--- src/rtl/code_guard_pkg.sv ---
package code_guard_pkg;

    typedef enum logic [1:0] {
        GUARD_OPEN     = 2'd0,
        GUARD_NO_XREAD = 2'd1,
        GUARD_SEALED   = 2'd2
    } guard_lvl_e;

    typedef struct packed {
        logic xread_block;
        logic verify_block;
    } guard_ctl_t;

    // Level from the two fuses; the second fuse counts only with the first.
    function automatic guard_lvl_e lvl_from_fuses(input logic fa, input logic fb);
        guard_lvl_e l;
        if (!fa)      l = GUARD_OPEN;
        else if (!fb) l = GUARD_NO_XREAD;
        else          l = GUARD_SEALED;
        return l;
    endfunction

    function automatic guard_ctl_t ctl_from_lvl(input guard_lvl_e l);
        guard_ctl_t c;
        c.xread_block  = (l != GUARD_OPEN);
        c.verify_block = (l == GUARD_SEALED);
        return c;
    endfunction

endpackage

--- src/rtl/cg_key_store.sv ---
module cg_key_store #(
    parameter int DATA_W = 8,
    parameter int DEPTH  = 32,
    localparam int IDX_W = $clog2(DEPTH)
) (
    input  logic              clk,
    input  logic              rst,
    input  logic              wr_en,
    input  logic [IDX_W-1:0]  wr_idx,
    input  logic [DATA_W-1:0] wr_data,
    input  logic [IDX_W-1:0]  rd_idx,
    output logic [DATA_W-1:0] rd_data
);

    logic [DATA_W-1:0] entry [DEPTH];

    for (genvar g = 0; g < DEPTH; g++) begin : g_entry
        always_ff @(posedge clk) begin
            if (rst)
                entry[g] <= '1;
            else if (wr_en && (wr_idx == IDX_W'(g)))
                entry[g] <= wr_data;
        end
    end

    assign rd_data = entry[rd_idx];

endmodule

--- src/rtl/cg_lock_decode.sv ---
module cg_lock_decode
    import code_guard_pkg::*;
(
    input  logic       fuse_a,
    input  logic       fuse_b,
    output guard_lvl_e lvl,
    output guard_ctl_t ctl
);

    always_comb begin
        lvl = lvl_from_fuses(fuse_a, fuse_b);
        ctl = ctl_from_lvl(lvl);
    end

endmodule

--- src/rtl/cg_verify_path.sv ---
module cg_verify_path #(
    parameter int DATA_W = 8
) (
    input  logic              clk,
    input  logic              rst,
    input  logic              req,
    input  logic [DATA_W-1:0] code,
    input  logic [DATA_W-1:0] key_byte,
    input  logic              seal,
    output logic              valid_o,
    output logic [DATA_W-1:0] data_o
);

    logic [DATA_W-1:0] scrambled;

    always_comb begin
        scrambled = seal ? {DATA_W{1'b1}} : ~(code ^ key_byte);
    end

    always_ff @(posedge clk) begin
        if (rst) begin
            valid_o <= 1'b0;
            data_o  <= '1;
        end else begin
            valid_o <= req;
            if (req)
                data_o <= scrambled;
        end
    end

endmodule

--- src/rtl/cg_fetch_gate.sv ---
module cg_fetch_gate #(
    parameter int ADDR_W = 16,
    parameter logic [ADDR_W-1:0] INT_LAST = 16'h1FFF
) (
    input  logic              clk,
    input  logic              rst,
    input  logic              ea_pin,
    input  logic              xread_block,
    input  logic [ADDR_W-1:0] exec_pc,
    input  logic [ADDR_W-1:0] tbl_addr,
    output logic              ea_held,
    output logic              permit
);

    logic runs_ext;
    logic hits_int;

    always_ff @(posedge clk) begin
        if (rst)
            ea_held <= ea_pin;
    end

    always_comb begin
        runs_ext = !ea_held || (exec_pc > INT_LAST);
        hits_int = (tbl_addr <= INT_LAST);
        permit   = !(xread_block && runs_ext && hits_int);
    end

endmodule

--- src/rtl/code_guard.sv ---
module code_guard
    import code_guard_pkg::*;
#(
    parameter int DATA_W    = 8,
    parameter int ADDR_W    = 16,
    parameter int KEY_DEPTH = 32,
    parameter logic [ADDR_W-1:0] INT_LAST = 16'h1FFF,
    localparam int IDX_W    = $clog2(KEY_DEPTH)
) (
    input  logic              clk,
    input  logic              rst,
    input  logic              key_we,
    input  logic [IDX_W-1:0]  key_widx,
    input  logic [DATA_W-1:0] key_wdata,
    input  logic              vfy_req,
    input  logic [ADDR_W-1:0] vfy_addr,
    input  logic [DATA_W-1:0] vfy_code,
    output logic              vfy_valid,
    output logic [DATA_W-1:0] vfy_data,
    input  logic              fuse_a,
    input  logic              fuse_b,
    input  logic              ea_pin,
    input  logic [ADDR_W-1:0] exec_pc,
    input  logic [ADDR_W-1:0] tbl_addr,
    output logic              ea_held,
    output logic              tbl_permit
);

    guard_lvl_e        lvl;
    guard_ctl_t        ctl;
    logic [DATA_W-1:0] key_rd;
    logic [IDX_W-1:0]  key_sel;
    logic              unused_hi_addr;

    assign key_sel        = vfy_addr[IDX_W-1:0];
    assign unused_hi_addr = ^vfy_addr[ADDR_W-1:IDX_W];

    cg_lock_decode u_lock (
        .fuse_a (fuse_a),
        .fuse_b (fuse_b),
        .lvl    (lvl),
        .ctl    (ctl)
    );

    cg_key_store #(.DATA_W(DATA_W), .DEPTH(KEY_DEPTH)) u_keys (
        .clk     (clk),
        .rst     (rst),
        .wr_en   (key_we),
        .wr_idx  (key_widx),
        .wr_data (key_wdata),
        .rd_idx  (key_sel),
        .rd_data (key_rd)
    );

    cg_verify_path #(.DATA_W(DATA_W)) u_vfy (
        .clk      (clk),
        .rst      (rst),
        .req      (vfy_req),
        .code     (vfy_code),
        .key_byte (key_rd),
        .seal     (ctl.verify_block),
        .valid_o  (vfy_valid),
        .data_o   (vfy_data)
    );

    cg_fetch_gate #(.ADDR_W(ADDR_W), .INT_LAST(INT_LAST)) u_gate (
        .clk         (clk),
        .rst         (rst),
        .ea_pin      (ea_pin),
        .xread_block (ctl.xread_block),
        .exec_pc     (exec_pc),
        .tbl_addr    (tbl_addr),
        .ea_held     (ea_held),
        .permit      (tbl_permit)
    );

endmodule

--- config.mk ---
export PLATFORM = sky130hd
export DESIGN_NAME = code_guard
export DESIGN_NICKNAME = d
export VERILOG_FILES = /design/src/rtl/code_guard_pkg.sv /design/src/rtl/cg_key_store.sv /design/src/rtl/cg_lock_decode.sv /design/src/rtl/cg_verify_path.sv /design/src/rtl/cg_fetch_gate.sv /design/src/rtl/code_guard.sv
export SDC_FILE = /design/constraint.sdc
export NUM_CORES = 1
export LEC_CHECK = 0
export ABC_CLOCK_PERIOD_IN_PS = 2100
export BUFFER_PORTS_ARGS = -buffer_cell sky130_fd_sc_hd__buf_2
export CAP_MARGIN = 20
export CORE_UTILIZATION = 45
export CTS_CLUSTER_SIZE = 24
export DETAILED_ROUTE_END_ITERATION = 12
export PLACE_DENSITY_LB_ADDON = 0.08
export SYNTH_ARGS = -nofsm -noshare
export SYNTH_HDL_FRONTEND = slang
export SYNTH_HIERARCHICAL = 1
export SYNTH_SLANG_ARGS = --single-unit
--- constraint.sdc ---
create_clock -name clk -period 2.1 [get_ports clk]
set_input_delay 0.21 -clock clk [delete_from_list [all_inputs] [get_ports clk]]
set_output_delay 0.21 -clock clk [all_outputs]
set_load 0.02 [all_outputs]
* After elaboration in Yosys (flattened, before gate mapping)
Memories as Yosys holds them, arrays and structs flattened.
Cells that the tools add are included.
** Word-level totals
- Register bits :: 10
- Bits in latches :: 0
- Memory bits (writable) :: 256
- Bits in read-only memories :: 0
- Output and inout bits :: 11
- Logic and storage cells :: 244
- Memories kept :: 1
** Memories
- u_keys.entry :: depth 32, width 8, read ports 1, clocked after Yosys merged registers in 0, write ports 32, line cg_key_store.sv:15 : logic [DATA_W-1:0] entry [DEPTH];
** Operators by class
- Add/subtract/negate cells :: 0
- Multiply operators :: 0
- Divide/modulo/power cells :: 0
- $lt $le $gt $ge :: 2
- Equal/unequal tests :: 32
- Shift-type cells :: 0
- Mux-type cells :: 133
- Bitwise operators :: 34
- Reduce and logical (&&, ||, !) cells :: 39
** Operators by type and width (number)
- $mux W8 :: 33
- $mux W1 :: 98
- $eq A5 B5 Y1 const B :: 16
- $eq A5 B4 Y1 const B :: 8
- $logic_and A1 B1 Y1 :: 34
- $or A1 B1 Y1 :: 32
- $eq A5 B3 Y1 const B :: 4
- $gt A16 B13 Y1 const B :: 1
- $le A16 B13 Y1 const B :: 1
- $eq A5 B2 Y1 const B :: 2
- $not A8 Y8 :: 1
- $xor A8 B8 Y8 :: 1
- $eq A5 B1 Y1 const B :: 1
- $logic_not A5 Y1 :: 1
- $mux W2 :: 2
- $eq A2 B2 Y1 const B :: 1
- $logic_not A1 Y1 :: 2
- $reduce_bool A2 Y1 :: 1
- $logic_or A1 B1 Y1 :: 1

* Depth between registers and ports, before layout
Gate-level depths: netlist of the first run.
- Depth in word-level cells :: 6
- Mapped depth :: 7
- Depth with buffers taken out :: 5

* Cells and area by module
Netlist of the first run, hierarchy kept.
** By module, submodules not included
- cg_key_store :: instances 1, cells each 746, area each 11996.5 um2
- cg_verify_path :: instances 1, cells each 37, area each 374.1 um2
- cg_fetch_gate :: instances 1, cells each 4, area each 57.6 um2
- cg_lock_decode :: instances 1, cells each 4, area each 27.5 um2

* Worst setup path after synthesis of the first run
OpenSTA, ideal clock, no wires.
- Kind :: input to register
- From :: in vfy_addr[2]
- To :: reg u_vfy.data_o[0]
- Setup time :: 0.132 ns
- Arrival :: 2.160 ns
- Data required time :: 1.968 ns
- Path slack :: -0.191 ns
- Stages :: 7
- Buffers on the path :: 2
- Cell sequence :: clkbuf_1 > buf_1 > mux4_2 > mux4_2 > mux2_2 > xor2_1 > a21oi_1
** On the way
- Cells in the longest elaborated chain, start to end :: 4
** Ends and longest elaborated chain
- start: declaration :: line code_guard.sv:16 : input logic [ADDR_W-1:0] vfy_addr,
- $mem_v2 Z32 W8
- named net key_rd[0] :: line code_guard.sv:31 : logic [DATA_W-1:0] key_rd;
- $xor A8 B8 Y8 :: line cg_verify_path.sv:17 : scrambled = seal ? {DATA_W{1'b1}} : ~(code ^ key_byte);
- $not A8 Y8 :: line cg_verify_path.sv:17
- $mux W8 :: line cg_verify_path.sv:17
- end signal: assignment :: line cg_verify_path.sv:27 : data_o <= scrambled;
- end: declaration :: line cg_verify_path.sv:11 : output logic [DATA_W-1:0] data_o
The timed path passes the listed nets, and every way through them passes these cells.
A chain may end at the register's enable or synchronous reset.

* Final worst setup path of the first run
- From :: mem u_keys.entry[23][3]
- To :: reg u_vfy.data_o[3]
** On the way
- Cells in the longest elaborated chain, start to end :: 4
** Ends and longest elaborated chain (line)
- start: declaration :: cg_key_store.sv:15
- $mem_v2 Z32 W8
- named net key_rd[3] :: code_guard.sv:31
- $xor A8 B8 Y8 :: cg_verify_path.sv:17
- $not A8 Y8 :: cg_verify_path.sv:17
- $mux W8 :: cg_verify_path.sv:17
The timed path passes the listed nets, and every way through them passes these cells.

==> impl_results.md, run 1 <==
- H-tree Lvls: 1
- # setup viols final: 2
- Crit path kind: reg -> reg
- Worst setup SP type: flip-flop
- Final Core Density: a little over half
- Drt total wl: between 30,000 and 40,000 µm
- CTS tree: yes
- 1st-pass router iterations: 5
- Crit path DAT: 2.53 ns
- CP bufs+invs: 0
- Post-CTS setup buffer count: 0
- Syn_nets: between 800 and 900
- RD Place Congestion: 0.832
- Skew-Pair Late Insertion Delay: 0.54 ns
- Synth Area per Inst: around 16 µm²
- Violated checks: setup timing
- CTS buffer count: 28
- PD cells: around 840 mW/mm²
- Port Buffer Count: 49
- Status: finished with violations
- Unrepaired setup endpoints after global routing: yes
- Final antenna-violating net count: 0
- Worst Setup End Kind: flip-flop
- VDD IR max: 508 µV
- Minimum clock period: 2.12 ns
- Initial core utilization: 46.0%
- Detailed router's first-iteration violation count: between 600 and 700
- Post-DP HPWL: around 21,000 µm
- Cell Area, Synth: approximately 0.012 mm²
- Total design power: between 10 and 15 mW
- Max Buffers Root-to-Sink: 3
- Gr usage total: 22.7%
- Worst clock skew: between 0.007 and 0.008 ns
- Hold slack: 0.0315 ns
- Via/cell ratio: 5.84
- CTS sink count: between 200 and 300
- Max Transition Viols Final: 0
- HP Class: in -> reg
- Initial antenna violation count: 2
- MaxCap Viol Count: 0
- Final nets: 926
- CP top delay family: multiplexers
- Number of core rows: 60
- Die height: roughly 170 µm
- N_diodes: 0
- Fmax: ~470 MHz
- Tightest Pin Transition: a little over 0.7 ns
- Congestion Overflow GR: 0
- DR vias: 7,087
- Largest net degree at the start of global routing: 41
- Most numerous cell on the critical path: mux4_2
- Max_slew headroom: between 50% and 60%
- Synth warn: 6
- Die area: 0.0283 mm²
- Leakage: 4.65 nW
- Drt wl/cell: ~26 µm
- Area grow syn2layout: 14.3%
- FF-to-FF setup slack: -0.02 ns
- Remaining DRCs: 0
- Final Hold Vio Count: 0
- Cells along the critical path: mux4_2 > mux4_2 > mux2_4 > xor2_1 > a21oi_1
- Clk slew on worst S/H paths: ~0.060 ns
- Chip width: ~170 µm
- Clk root buf: clkbuf_16
- IO Pins: 87
- Worst path required time: about 2.5 ns
- Largest stage delay, worst path: around 0.55 ns
- Share of cells above drive strength 1: between 40% and 50%
- Final cycle utilization of the critical path: 101%
- Crit path max fanout: 1
- First-pass GRT wire length: roughly 46,000 µm
- Slowest-stage cell, CP: mux4_2
- Post-Syn Instances: slightly below 800
- Final worst slack: -0.0187 ns
- Floorplan Core Area: ~0.027 mm²
- Number of global-route vias before repair: 7,091
routing by layer:
layer | wire [µm] | global-route usage [%] | share of wire (%)
met5 | 13 | 0 | 0.042
met4 | 407 | 4.11 | 1.3
met3 | 2160 | 3.29 | 6.9
met2 | 14300 | 35.1 | 46
met1 | 14400 | 34.5 | 46
cell usage in the layout, fill, tap and decap left out, drive strengths merged:
master / count
edfxtp: 257
or2: 176
buf: 94
or3: 80
mux4: 80
clkbuf: 39
nand2: 23
a21o: 22
clkinv: 11
o21bai: 10
dfxtp: 9
dlygate4sd3: 8
mux2: 8
nor3: 8
a21oi: 8
xor2: 8
and4bb: 5
nor4b: 5
nand4b: 4
nand2b: 3
nor2b: 2
and2: 2
nor3b: 2
bufinv: 1
clkinvlp: 1
inv: 1
o41ai: 1
nor4: 1
nor4bb: 1
nand4: 1
and3b: 1
registers in the layout, indices dropped and copies added, names as in the netlist:
signal	flops
u_keys/entry	256
u_vfy/data_o	8
u_gate/ea_held	1
u_vfy/valid_o	1
worst paths after layout:
path / startpoint / end / cells past startpoint
worst max register to register: u_keys/entry[23][3]$_SDFFCE_PN1P_ / u_vfy/data_o[3]$_SDFFE_PP1P_ / 5
worst max-delay path: u_keys/entry[23][3]$_SDFFCE_PN1P_ / u_vfy/data_o[3]$_SDFFE_PP1P_ / 5
worst min register to register: u_vfy/data_o[6]$_SDFFE_PP1P_ / u_vfy/data_o[6]$_SDFFE_PP1P_ / 2
worst min-delay path: vfy_req / u_vfy/valid_o$_SDFF_PP0_ / 2
layout make-up:
type	count	area, µm²
Sequential cell	266	7900
Timing Repair Buffer	102	778
Clock inverter	13	85.1
Clock buffer	39	763
Multi-Input combinational cell	451	4270
Tap cell	341	427
Fill cell	2212	12800
Inverter	1	3.75
power breakdown:
group,switching [mW],internal [mW]
sequential,0.106,6.11
clock,1.97,2.64
combinational,0.619,0.502
total,2.69,9.26
metrics by stage:
stage / instances / setup slack (ns) / instance area, µm² / setup TNS, ns
after global routing: 1213 / -0.0596 / 14200 / -0.181
after CTS: 1213 / -0.0239 / 14200 / -0.0456
after global placement: 1153 / -0.325 / 13300 / -2.26
after floorplan: 789 / 0.0106 / 12500 / 0
after detailed placement: 1153 / -0.331 / 13300 / -2.37
final: 1213 / -0.0187 / 14200 / -0.0370
timing repair:
action,CTS,global route
setup endpoints to repair,4,7
pin swaps,6,5
hold buffers,8,0
gates resized for setup,4,5
hold endpoints to repair,8,0
(Power assumes the default switching activity.)
==> run 2, diff against run 1 <==
--- a/config.mk
+++ b/config.mk
@@ -5,7 +5,7 @@
 export SDC_FILE = /design/constraint.sdc
 export NUM_CORES = 1
 export LEC_CHECK = 0
-export ABC_CLOCK_PERIOD_IN_PS = 2100
+export ABC_CLOCK_PERIOD_IN_PS = 2600
 export BUFFER_PORTS_ARGS = -buffer_cell sky130_fd_sc_hd__buf_2
 export CAP_MARGIN = 20
 export CORE_UTILIZATION = 45
==> constraint.sdc (replaced) <==
create_clock -name clk -period 2.6 [get_ports clk]
set_input_delay 0.26 -clock clk [delete_from_list [all_inputs] [get_ports clk]]
set_output_delay 0.26 -clock clk [all_outputs]
set_load 0.02 [all_outputs]
==> run 2 against run 1 <==
The run now ends clean. First-iteration DRC count decreased by 21%. Final cell count decreased by 1.2%. Non-clock buffer count decreased by 14. Die area unchanged. Flip-flop and latch count unchanged. Worst setup slack improved by 0.48 ns. Routed wire length decreased by 8.3%. Critical path depth unchanged. Critical path type unchanged. Largest power group unchanged.
==> impl_results.md, run 2 (synthesis gave the netlist of run 1 again) <==
- Clock network power share: roughly two fifths
- Clk slew on worst S/H paths: 0.06 ns
- Post-DP HPWL: between 15,000 and 20,000 µm
- Minimum clock period: around 2.1 ns
- HP Class: in -> reg
- Initial antenna violation count: 0
- Remaining DRCs: 0
- Skew-Pair Late Insertion Delay: 0.54 ns
- RD Place Congestion: ~0.83
- Drt wl/cell: about 24 µm
- Area grow syn2layout: 13.3%
- VDD IR max: roughly 450 µV
- Largest net degree at the start of global routing: 33
- Drt total wl: between 20,000 and 30,000 µm
- H-tree Lvls: 1
- Sw Pwr: between 2 and 2.5 mW
- Initial core utilization: 46.0%
- Most frequent cells in the layout: 257 x edfxtp_1, 176 x or2_2, 80 x or3_1, 80 x mux4_2, 48 x buf_2
- CTS buffer count: 29
- CTS sink count: approximately 270
- Congestion Overflow GR: 0
- Final worst slack: approximately 0.47 ns
- Crit path DAT: roughly 2.6 ns
- Status: finished clean
- Gate power share: roughly 8.7%
- Via/cell ratio: 5.70
- Most common cell after layout, fill and taps aside: edfxtp_1
- Worst Setup End Kind: flip-flop
- DR vias: approximately 6,800
- First-pass GRT wire length: 43,400 µm
- Design area: 0.0141 mm²
- Hold slack: roughly 0.028 ns
- Post-CTS setup buffer count: 0
- Detailed router's first-iteration violation count: 538
- Tightest Pin Transition: between 0.6 and 0.7 ns
- Number of global-route vias before repair: between 6,000 and 7,000
- Max_slew headroom: about three fifths
- CTS tree: yes
- Largest regs: u_keys/entry (256), u_vfy/data_o (8)
- Floorplan Core Area: 0.0270 mm²
- Fmax: 469 MHz
- Die area: 0.0283 mm²
- Leakage: ~4.6 nW
- Worst path required time: approximately 3.1 ns
- Clk root buf: clkbuf_16
- 1st-pass router iterations: 5
- Worst clock skew: 0.0117 ns
- Worst slack at placement: 0.161 ns
- Crit path kind: reg -> reg
- Biggest register: u_keys/entry
- Number of core rows: 60
- N_diodes: 0
- Cell-internal power: about 7.6 mW
- Crit path max fanout: 1
- Net Sw Frac: about 22%
- Final cycle utilization of the critical path: ~82%
- Largest register FFs: between 200 and 300
- Final antenna-violating net count: 0
- IO Pins: 87
- Chip width: ~170 µm
- Gr usage total: approximately a fifth
- Worst setup SP type: flip-flop
- Max Transition Viols Final: 0
- Share of cells above drive strength 1: between 40% and 50%
- PD cells: about 700 mW/mm²
- Reg power frac: between 50% and 60%
- DP Area: ~0.013 mm²
- # setup viols final: 0
- Max Buffers Root-to-Sink: 3
- Final nets: about 910
- Die height: between 150 and 200 µm
- Port Buffer Count: 49
- MaxCap Viol Count: 0
- Final Hold Vio Count: 0
- Unrepaired setup endpoints after global routing: no
- Final Core Density: between 50 and 60%
- Total Neg Setup Slack: 0 ns
-- run 2: final timing paths --
path	cells after the start	end	start	slack, ns
max	5	u_vfy/data_o[5]$_SDFFE_PP1P_	u_keys/entry[23][5]$_SDFFCE_PN1P_	0.47
min	3	u_vfy/data_o[4]$_SDFFE_PP1P_	vfy_code[4]	0.03
max reg2reg	5	u_vfy/data_o[5]$_SDFFE_PP1P_	u_keys/entry[23][5]$_SDFFCE_PN1P_	0.47
min reg2reg	2	u_vfy/data_o[4]$_SDFFE_PP1P_	u_vfy/data_o[4]$_SDFFE_PP1P_	0.50
-- run 2: through the flow --
stage | total power, mW | cells
after floorplan | 5.61 | 789
after global placement | 5.92 | 1146
after detailed placement | 5.95 | 1146
after CTS | 9.92 | 1199
after global routing | 10.1 | 1199
final | 9.82 | 1199
-- run 2: layer usage --
layer | vias up | global-route usage [%] | share of wire, %
met1 | 3478 | 31.3 | 46
li1 | 3115 | - | -
met3 | 26 | 3.10 | 6.8
met5 | - | 0 | 0
met2 | 212 | 32.7 | 46
met4 | 0 | 4.43 | 1.5
-- run 2: worst max-delay path: stages, from the launching register on --
cell and delay (ns):
edfxtp_1 0.38, mux4_2 0.54, mux4_2 0.52, mux2_2 0.31, xor2_1 0.17, a21oi_1 0.14
-- run 2: what timing repair did --
action                                 4_1_cts  5_1_grt
gates resized for setup                      0        0
hold buffers                                 1        0
endpoints found under the hold margin        1        0
-- run 2: power groups by stage --
stage	logic (mW)	registers, mW	clock network, mW
2_1_floorplan	0.533	5.08	0
3_3_place_gp	0.847	5.08	0
3_5_place_dp	0.859	5.09	0
4_1_cts	0.863	5.00	4.05
5_1_grt	0.914	5.02	4.21
6_report	0.852	5.00	3.97
-- run 2: area by class of cell --
class                           instances  area [µm²]
Tap cell                              341         427
Clock buffer                           32         737
Multi-Input combinational cell        451        4230
Sequential cell                       266        7900
Clock inverter                         20         181
Timing Repair Buffer                   88         618
Inverter                                1        3.75
Fill cell                            2239       12900
